**src/rtl/uart_mp_rx.sv**
```systemverilog
module uart_mp_rx #(
  parameter int OSR = 16,
  parameter int DW  = 8
) (
  input  logic          clk,
  input  logic          rst_n,
  input  logic          rx_i,
  input  logic          tick_i,
  input  logic          xbit_en_i,
  input  logic          par_en_i,
  input  logic [1:0]    par_sel_i,
  input  logic          mp_en_i,
  input  logic          pop_i,
  input  logic          perr_clr_i,
  input  logic          ovr_clr_i,
  output logic [DW-1:0] rd_data_o,
  output logic          rd_stat_o,
  output logic          rd_valid_o,
  output logic          perr_o,
  output logic          ovr_o,
  output logic          irq_o
);
  localparam int CW = $clog2(OSR);
  localparam int BW = $clog2(DW);
  localparam logic [CW-1:0] MID  = CW'(OSR / 2 - 1);
  localparam logic [CW-1:0] LAST = CW'(OSR - 1);
  localparam logic [BW-1:0] TOP  = BW'(DW - 1);

  typedef enum logic [2:0] {IDLE, START, DATA, SLOT, STOP} st_t;

  logic          s1, s2;
  st_t           st;
  logic [CW-1:0] ph;
  logic [BW-1:0] bn;
  logic [DW-1:0] sh;
  logic          slot_b, stop_b, done;
  logic [DW:0]   m0, m1;
  logic [1:0]    cnt;
  logic          par_exp;

  wire has_slot = xbit_en_i | par_en_i;
  wire stat     = (xbit_en_i & ~par_en_i) ? slot_b : stop_b;
  wire accept   = done & (~mp_en_i | stat);
  wire pop_ok   = pop_i & (cnt != 2'd0);
  wire push     = accept & ((cnt != 2'd2) | pop_ok);
  wire drop     = accept & ~push;
  wire bad_par  = done & par_en_i & (slot_b != par_exp);

  always_comb
    case (par_sel_i)
      2'd0:    par_exp = ~^sh;
      2'd1:    par_exp = ^sh;
      2'd2:    par_exp = 1'b1;
      default: par_exp = 1'b0;
    endcase

  always_ff @(posedge clk) begin
    if (!rst_n) begin
      s1 <= 1'b1;
      s2 <= 1'b1;
    end else begin
      s1 <= rx_i;
      s2 <= s1;
    end
  end

  always_ff @(posedge clk) begin
    if (!rst_n) begin
      st     <= IDLE;
      ph     <= '0;
      bn     <= '0;
      sh     <= '0;
      slot_b <= 1'b0;
      stop_b <= 1'b1;
      done   <= 1'b0;
    end else begin
      done <= 1'b0;
      if (tick_i) begin
        case (st)
          IDLE: if (!s2) begin
            st <= START;
            ph <= '0;
          end
          START: if (ph == MID) begin
            st <= s2 ? IDLE : DATA;
            ph <= '0;
            bn <= '0;
          end else ph <= ph + 1'b1;
          DATA: if (ph == LAST) begin
            ph <= '0;
            sh <= {s2, sh[DW-1:1]};
            if (bn == TOP) st <= has_slot ? SLOT : STOP;
            else bn <= bn + 1'b1;
          end else ph <= ph + 1'b1;
          SLOT: if (ph == LAST) begin
            ph     <= '0;
            slot_b <= s2;
            st     <= STOP;
          end else ph <= ph + 1'b1;
          STOP: if (ph == LAST) begin
            ph     <= '0;
            stop_b <= s2;
            done   <= 1'b1;
            st     <= IDLE;
          end else ph <= ph + 1'b1;
          default: st <= IDLE;
        endcase
      end
    end
  end

  always_ff @(posedge clk) begin
    if (!rst_n) begin
      m0  <= '0;
      m1  <= '0;
      cnt <= '0;
    end else begin
      case ({push, pop_ok})
        2'b10: begin
          if (cnt == 2'd0) m0 <= {stat, sh};
          else m1 <= {stat, sh};
          cnt <= cnt + 1'b1;
        end
        2'b01: begin
          m0  <= m1;
          cnt <= cnt - 1'b1;
        end
        2'b11: begin
          if (cnt == 2'd1) m0 <= {stat, sh};
          else begin
            m0 <= m1;
            m1 <= {stat, sh};
          end
        end
        default: ;
      endcase
    end
  end

  always_ff @(posedge clk) begin
    if (!rst_n) begin
      perr_o <= 1'b0;
      ovr_o  <= 1'b0;
      irq_o  <= 1'b0;
    end else begin
      perr_o <= (perr_o & ~perr_clr_i) | bad_par;
      ovr_o  <= (ovr_o & ~ovr_clr_i) | drop;
      irq_o  <= accept;
    end
  end

  assign rd_data_o  = m0[DW-1:0];
  assign rd_stat_o  = m0[DW];
  assign rd_valid_o = cnt != 2'd0;
endmodule

```
**config.mk**
```make
export PLATFORM = sky130hd
export DESIGN_NAME = uart_mp_rx
export DESIGN_NICKNAME = d
export VERILOG_FILES = /design/src/rtl/uart_mp_rx.sv
export SDC_FILE = /design/constraint.sdc
export NUM_CORES = 1
export LEC_CHECK = 0
export ABC_AREA = 1
export BUFFER_PORTS_ARGS = -buffer_cell sky130_fd_sc_hd__buf_2
export CAP_MARGIN = 20
export CORE_ASPECT_RATIO = 1.25
export CORE_MARGIN = 2
export CORE_UTILIZATION = 55
export CTS_CLUSTER_DIAMETER = 150
export DETAILED_ROUTE_END_ITERATION = 6
export PLACE_DENSITY = 0.75
export SLEW_MARGIN = 20
export SYNTH_ARGS = -nofsm -noshare
export SYNTH_HDL_FRONTEND = slang
export SYNTH_SLANG_ARGS = --single-unit
export TNS_END_PERCENT = 20
```
**constraint.sdc**
```tcl
create_clock -name clk -period 2 [get_ports clk]
set_clock_uncertainty 0.15 [all_clocks]
set_input_delay 0.4 -clock clk [delete_from_list [all_inputs] [get_ports clk]]
set_output_delay 0.4 -clock clk [all_outputs]
set_load 0.005 [all_outputs]
```
After elaboration in Yosys (flattened, before gate mapping)
Cells that the tools add are included.
Operators by class
  $add $sub $neg: 4
  eq/ne operators: 25
  multiplexer cells: 27
  bitwise logic cells: 19
  reduce and logical (&&, ||, !) cells: 21
Operator list (number)
  $mux 9: 4
  $mux 3: 10
  $pmux 9 s3: 1
  $ne 2x2->1 const B: 11
  $pmux 9 s2: 1
  $reduce_and 3->1: 6
  $pmux 3 s5: 1
  $mux 4: 3
  $pmux 4 s3: 1
  $and 1x1->1: 9
  $reduce_bool 2->1: 4
  $reduce_xnor 8->1: 1
  $reduce_xor 8->1: 1
  $reduce_and 7->1: 1
  $eq 2x1->1 const B: 3
  $eq 2x2->1 const B: 3
  $eq 3x2->1 const B: 2
  $eq 3x3->1 const B: 2
  $pmux 3 s2: 1
  $reduce_bool 3->1: 2
  $not 1->1: 5
  $or 1x1->1: 5
  $reduce_and 5->1: 1
  $add 4x1->4 const B: 1
  other kinds (15): 17
Storage, ports and cells
  bits in registers: 46
  output and inout bits: 13
  logic and storage cells: 111

Logic depth before layout (Yosys ltp)
Gate-level depths: netlist (run 1).
  word-level depth: 9
  depth in mapped cells: 11
  depth with buffers taken out: 11

Worst setup path before layout (run 1)
OpenSTA, ideal clock, no wires.
  kind: reg2reg
  start: register cnt[0]
  end: register m0[7]
  arrival: 1.436 ns
  setup slack: 0.297 ns
  cell stages (with the launch flop): 12
  period minus slack after synthesis: 1.703 ns
  cells stage by stage: dfxtp_1 -> inv_1 -> ha_1 -> inv_1 -> nand2_1 -> nand2_1 -> nand4_1 -> nand2_1 -> buf_6 -> nand2_1 -> nor2_1 -> nor2_1
Between the ends
  cells in the longest elaborated chain, start to end: 7
  elaborated cells on any way between the ends: 15
  classes of those cells: eq/ne: 6; mux: 2; bitwise: 3; reduce/logical: 4
Ends and longest elaborated chain
  start, declared: RTL line 38  | logic [1:0] cnt;
  start signal, assigned: RTL line 122  | cnt <= cnt + 1'b1;
  start signal, assigned: RTL line 126  | cnt <= cnt - 1'b1;
  $reduce_bool 2->1 *
  net rd_valid_o: RTL line 18  | output logic rd_valid_o,
  $and 1x1->1 *: RTL line 44  | wire pop_ok = pop_i & (cnt != 2'd0);
  $or 1x1->1: RTL line 45  | wire push = accept & ((cnt != 2'd2) | pop_ok);
  $and 1x1->1: RTL line 45
  $eq 2x2->1 or $eq 2x1->1 (tied branches): RTL line 118  | case ({push, pop_ok})
  $ne 2x2->1 (no line) or $reduce_bool 3->1 (tied branches)
  $reduce_and 2->1 (no line)
  end signal, assigned: RTL line 120  | if (cnt == 2'd0) m0 <= {stat, sh};
  end signal, assigned: RTL line 125  | m0 <= m1;
  end signal, assigned: RTL line 129  | if (cnt == 2'd1) m0 <= {stat, sh};
  end, declared: RTL line 37  | logic [DW:0] m0, m1;
The timed path passes the listed nets; every way through them passes the cells marked *.
A chain may end at the register's enable or synchronous reset.

Worst setup path after layout (run 1)
  start: register cnt[0]
  end: register cnt[1]
Between the ends
  cells in the longest elaborated chain, start to end: 6
  elaborated cells on any way between the ends: 11
  classes of those cells: add/sub: 2; eq/ne: 3; mux: 1; bitwise: 3; reduce/logical: 2
Ends and longest elaborated chain (RTL line)
  $reduce_bool 2->1: 44
  $and 1x1->1: 44
  $or 1x1->1: 45
  $and 1x1->1: 45
  $eq 2x1->1 or $eq 2x2->1 (tied branches): 118
  $pmux 2 s2 or $reduce_bool 2->1 (tied branches)
Parallel ways exist; a longest one is shown, timed or not.

==> results.py, run 1 <==
metrics = {
    "critical_path": {
        "crit_family": "simple AND/OR/NAND/NOR gates",
        "cp_cell_sequence": "inv_1, ha_1, inv_1, nand2_2, clkinvlp_4, or2_2, nand3_1, a21oi_1",
        "worstPathRequired_ns": 2.03,
        "cp.arrival_ns": 1.82,
        "worstPathMaxFanout": 9,
        "critPathLaunchType": "flip-flop",
        "critPathMostFrequentCell": "inv_1",
        "critPathBufInv": 3,
        "crit_path_end_kind": "flip-flop",
        "critical-path-max-stage-delay_ns": 0.33,
        "path_class": "reg -> reg",
        "cp_slowest_cell": "dfxtp_1",
    },
    "detailed_routing": {
        "num_vias": 2089,
        "drc_errors": 0,
        "drtAntennaViolNets": 0,
        "post_drt_via_cell_ratio": 5.01,
        "wire_per_inst_um": 11.2,
        "wl_mm": 4.67,
        "drt_first_pass_iters": 4,
        "drt_iter0_drc": 103,
    },
    "synthesis": {
        "synth.top_cell.area_share_pct": 39.0,
        "synth_cells": 332,
        "syn_avg_cell_area_sq_um": 7.10,
        "yosysWarnings": 0,
        "synthTopCellsByArea": "dfxtp_1 (39%), nand2_1 (11%), a21oi_1 (7.9%), o21ai_0 (6.2%), inv_1 (6.0%)",
        "ys_seq_elements": 46,
        "yosysUniqueCellTypes": 34,
        "netlist_area_sq_mm": 0.00236,
        "ys_seq_area_share_pct": 39.0,
        "yosys.area.top_type": "dfxtp_1",
        "syn_nets": 350,
    },
    "placement": {
        "routabilityCongestion": 0.816,
        "numPortBuffers": 24,
        "dp.cells": 405,
        "dp_hpwl_mm": 3.51,
        "pre_cts_ws_ns": 0.120,
        "placed_cell_area_sq_mm": 0.00249,
    },
    "clock_network": {
        "clock-root-buffer": "clkbuf_8",
        "cts_tree": "yes",
        "cts_hold_buf": 0,
        "clockBufferDepth": 2,
        "clock_latency_ns": 0.31,
        "cts-htree-levels": 2,
        "clkTransAtPathRegs_ns": 0.08,
        "cts-buffers-inserted": 5,
        "cts.sinks": 46,
    },
    "floorplanning": {
        "die_x_um": 62.6,
        "fp.coreArea_sq_mm": 0.00410,
        "start_util_pct": 57.5,
        "rows": 26,
        "dieArea_sq_mm": 0.00483,
        "io_pins": 25,
        "die_h_um": 77.2,
    },
    "power_and_ir_drop": {
        "switching_power_uw": 819,
        "power_frac_clock_pct": 24.4,
        "power_leakage_nw": 1.19,
        "power.total_mw": 2.36,
        "switching_share_pct": 34.8,
        "pwr-share-comb_pct": 30.4,
        "p_seq_share_pct": 45.2,
        "vdd_drop_max_mv": 0.464,
        "power_density_mw_per_mm2": 895,
        "p_int_mw": 1.54,
    },
    "global_routing": {
        "grt_max_degree": 21,
        "grt_pass1_wl_mm": 8.37,
        "track_usage_pct": 21.4,
        "grt_overflow_total": 0,
        "antenna_found_initial": 0,
        "grt_pass1_vias": 2038,
    },
    "sta": {
        "whs_ns": 0.131,
        "setup_slack_ns": 0.210,
        "grt_setup_unrepaired": "false",
        "relSlewSlack_pct": 74.0,
        "hold_viol_final": 0,
        "setup_viol": 0,
        "drv_slew": 0,
        "tns_ns": 0,
        "max_freq_ghz": 0.559,
        "worstMarginPinSlew_ns": 0.390,
        "period_share_pct": 89.5,
        "period_minus_slack_ns": 1.79,
    },
    "final_layout": {
        "final_cell_area_sq_mm": 0.00263,
        "multiInputGateArea_sq_mm": 0.00120,
        "area.sequential_sq_um": 921,
        "final_cell_mix": "nand2_1 (67), dfxtp_1 (46), inv_1 (37), a21oi_1 (37), nor2_1 (31)",
        "area_growth_pct": 11.6,
        "layout-drive-gt1-share_pct": 20.8,
        "final_common_cell": "nand2_1",
        "postLayoutCoreUtil_pct": 64.2,
        "fin_nets": 378,
        "fillCellCount": 398,
        "diodes": 0,
        "fin_cells": 417,
    },
    "flow_run": {
        "cap_violations": 0,
    },
    "status": {
        "status": "finished, final reports clean",
    },
    "min_path": {
        "min_path_type": "in -> reg",
    },
}
[metal layers]
metal	global-route usage, %	vias to the layer above	wire length [um]
met1	23.0	941	1970
li1	-	1123	-
met2	40.8	20	2510
met3	4.55	5	119
met4	7.11	0	63
met5	0	-	0
[state kept, by name, indices dropped and copies added, names as in the netlist]
| name | flops |
|---|---|
| cnt | 2 |
| m0 | 9 |
| s1 | 1 |
| irq_o | 1 |
| bn | 3 |
| done | 1 |
| s2 | 1 |
| sh | 8 |
| st | 3 |
| ovr_o | 1 |
| perr_o | 1 |
| ph | 4 |
| m1 | 9 |
| stop_b | 1 |
| slot_b | 1 |
[timing repair]
item / in CTS / in global routing
setup buffers: 0 / 4
gates resized for setup: 0 / 5
endpoints found under the setup margin: 0 / 9
[kinds of logic after synthesis]
kind of cell	count (synthesis)	share of synthesized area, %
buffers and inverters	56	10.5
adder cells (fa/ha/maj)	6	3.18
AND/OR/NAND/NOR	145	28.5
AO/OA/AOI/OAI	77	18.0
XOR/XNOR	2	0.743
flip-flops	46	39.0
[power groups by stage]
stage,combinational (mW),clock (mW),sequential (mW)
finish,0.717,0.575,1.06
global route,0.832,0.621,1.08
floorplan,0.519,0,1.08
detailed placement,0.666,0,1.08
CTS,0.669,0.590,1.06
global placement,0.655,0,1.08
[cells in the mapped netlist (all sizes together)]
cell type   n
a21oi      38
buf         6
clkbuf      3
clkinv      1
dfxtp      46
ha          6
inv        46
nand2      78
nand3      19
nand4       4
nor2       37
nor3        2
o2111ai     1
o211ai      2
o21ai      33
o22ai       2
o32ai       1
or2         5
xnor2       1
xor2        1
[worst paths after layout]
check        startpoint     end  slack [ns]  cells past startpoint
max reg2reg      cnt[0]  cnt[1]        0.21                      8
max              cnt[0]  cnt[1]        0.21                      8
min reg2reg          s1      s2        0.28                      1
min           ovr_clr_i   ovr_o        0.13                      2
[layout make-up]
cell class | count | share of cell area [%]
clock inverter | 3 | 0.808
timing repair buffer | 30 | 6.28
clock buffer | 5 | 2.62
inverter | 47 | 6.89
tap | 56 | 2.66
multi-input combinational | 230 | 45.7
sequential | 46 | 35.0
(Power assumes the default switching activity.)
==> run 2, diff against run 1 <==
- CORE_ASPECT_RATIO: 1.25 -> unset
- CORE_UTILIZATION: 55 -> 58
- PLACE_DENSITY: 0.75 -> 0.79
==> results.py, run 2 (synthesis gave the netlist of run 1 again) <==
metrics = {
    "status": {
        "status": "finished, final reports clean",
    },
    "final_layout": {
        "final_common_cell": "nand2_1",
        "final_cell_mix": "nand2_1 (67), dfxtp_1 (46), inv_1 (37), a21oi_1 (37), nor2_1 (31)",
        "area_growth_pct": 12.6,
        "fin_nets": 376,
        "fin_cells": 409,
        "reg.largest.list": "m0 x9, m1 x9, sh x8",
        "diodes": 0,
        "layout-drive-gt1-share_pct": 20.3,
    },
    "critical_path": {
        "crit_family": "simple AND/OR/NAND/NOR gates",
        "cp.arrival_ns": 1.89,
        "critPathLaunchType": "flip-flop",
        "path_class": "reg -> reg",
        "critical-path-max-stage-delay_ns": 0.36,
        "worstPathMaxFanout": 7,
        "critPathBufInv": 3,
        "cp_cell_sequence": "inv_1, ha_1, inv_1, nand2_2, nand2_2, nand4_1, nand2_2, inv_1, a21oi_1, nor2_1",
        "worstPathRequired_ns": 2.04,
        "crit_path_end_kind": "flip-flop",
        "cp_slowest_cell": "dfxtp_1",
    },
    "global_routing": {
        "grt_max_degree": 35,
        "track_usage_pct": 22.6,
        "grt_overflow_total": 0,
        "grtUsageMet3_pct": 4.50,
        "use_met1_pct": 26.9,
        "top_usage_layer": "met2",
        "grt_pass1_wl_mm": 7.93,
        "grt_pass1_vias": 1875,
        "antenna_found_initial": 0,
        "groute.layer.met2.usage_pct": 40.7,
    },
    "sta": {
        "whs_ns": 0.137,
        "worstMarginPinSlew_ns": 0.390,
        "period_minus_slack_ns": 1.85,
        "max_freq_ghz": 0.542,
        "setup_viol": 0,
        "relSlewSlack_pct": 74.0,
        "setup_slack_ns": 0.153,
        "period_share_pct": 92.3,
        "grt_setup_unrepaired": "false",
        "drv_slew": 0,
        "tns_ns": 0,
        "hold_viol_final": 0,
    },
    "floorplanning": {
        "start_util_pct": 59.8,
        "rows": 23,
        "dieArea_sq_mm": 0.00459,
        "fp.coreArea_sq_mm": 0.00394,
        "io_pins": 25,
        "die_h_um": 67.8,
        "die_x_um": 67.8,
    },
    "placement": {
        "numPortBuffers": 24,
        "routabilityCongestion": 0.795,
        "dp.cells": 400,
        "pre_cts_ws_ns": 0.135,
        "dp_hpwl_mm": 3.32,
    },
    "detailed_routing": {
        "wl_mm": 4.65,
        "post_drt_via_cell_ratio": 5.07,
        "num_vias": 2075,
        "drc_errors": 0,
        "drtAntennaViolNets": 0,
        "drt_first_pass_iters": 4,
        "drt_iter0_drc": 110,
        "wire_per_inst_um": 11.4,
    },
    "clock_network": {
        "clock_latency_ns": 0.29,
        "cts-buffers-inserted": 5,
        "clkTransAtPathRegs_ns": 0.09,
        "cts-htree-levels": 2,
        "cts_tree": "yes",
        "clockBufferDepth": 2,
        "clock-root-buffer": "clkbuf_8",
        "cts.sinks": 46,
    },
    "power_and_ir_drop": {
        "p_seq_share_pct": 40.7,
        "vdd_drop_max_mv": 0.548,
        "power_leakage_nw": 1.20,
        "power.total_mw": 2.61,
        "switching_share_pct": 30.6,
        "power_frac_clock_pct": 32.2,
        "p_int_mw": 1.81,
        "power_density_mw_per_mm2": 982,
        "switching_power_uw": 798,
        "pwr-share-comb_pct": 27.1,
    },
    "min_path": {
        "min_path_type": "in -> reg",
    },
    "flow_run": {
        "cap_violations": 0,
    },
}
[run 2: cell count changes in the layout (fill, tap and decap cells not counted), sizes merged]
cell and change:
buf -2, bufinv +2, clkbuf +1, clkinv -2, clkinvlp -1
[run 2: cell type report]
cell class,count,area [sq um]
sequential,46,921
fill,357,1290
clock inverter,2,60.1
multi-input combinational,230,1200
timing repair buffer,28,150
clock buffer,6,82.6
inverter,47,181
tap,50,62.6
[run 2: path summary, 6_finish.rpt]
check / from / slack (ns) / cells after the start / to
worst max register to register: cnt[0] / 0.15 / 10 / m0[5]
worst max-delay path: cnt[0] / 0.15 / 10 / m0[5]
worst min-delay path: rx_i / 0.14 / 2 / s1
worst min register to register: s1 / 0.26 / 1 / s2
[run 2: stage by stage]
stage,area [sq um],utilization [%]
floorplan,2360,-
global route,2660,67.4
global placement,2490,63.3
finish,2660,67.4
detailed placement,2490,63.3
CTS,2640,66.9
[run 2: metal layers]
layer  wire length [um]  vias up
met5                  0        -
met2               2350       37
met1               2130      916
li1                   -     1118
met3                134        4
met4                 46        0
[run 2: worst reg2reg max path: cells and delay by family (launching register included)]
family / cells / cell delay (ns)
AND/OR/NAND/NOR: 5 / 0.55
flip-flops: 1 / 0.36
buffers and inverters: 3 / 0.30
adder cells (fa/ha/maj): 1 / 0.23
AO/OA/AOI/OAI: 1 / 0.15
[run 2: timing repair]
| action | CTS | global route |
|---|---|---|
| setup buffers | 0 | 1 |
| endpoints found under the setup margin | 0 | 8 |
| resized for setup | 0 | 4 |
| hold buffers | 0 | 0 |
[run 2: power groups by stage]
stage | logic [mW] | registers [mW] | clock network (mW)
2_1_floorplan | 0.519 | 1.08 | 0
3_3_place_gp | 0.661 | 1.08 | 0
3_5_place_dp | 0.672 | 1.08 | 0
4_1_cts | 0.680 | 1.06 | 0.863
5_1_grt | 0.813 | 1.07 | 0.894
6_report | 0.706 | 1.06 | 0.840
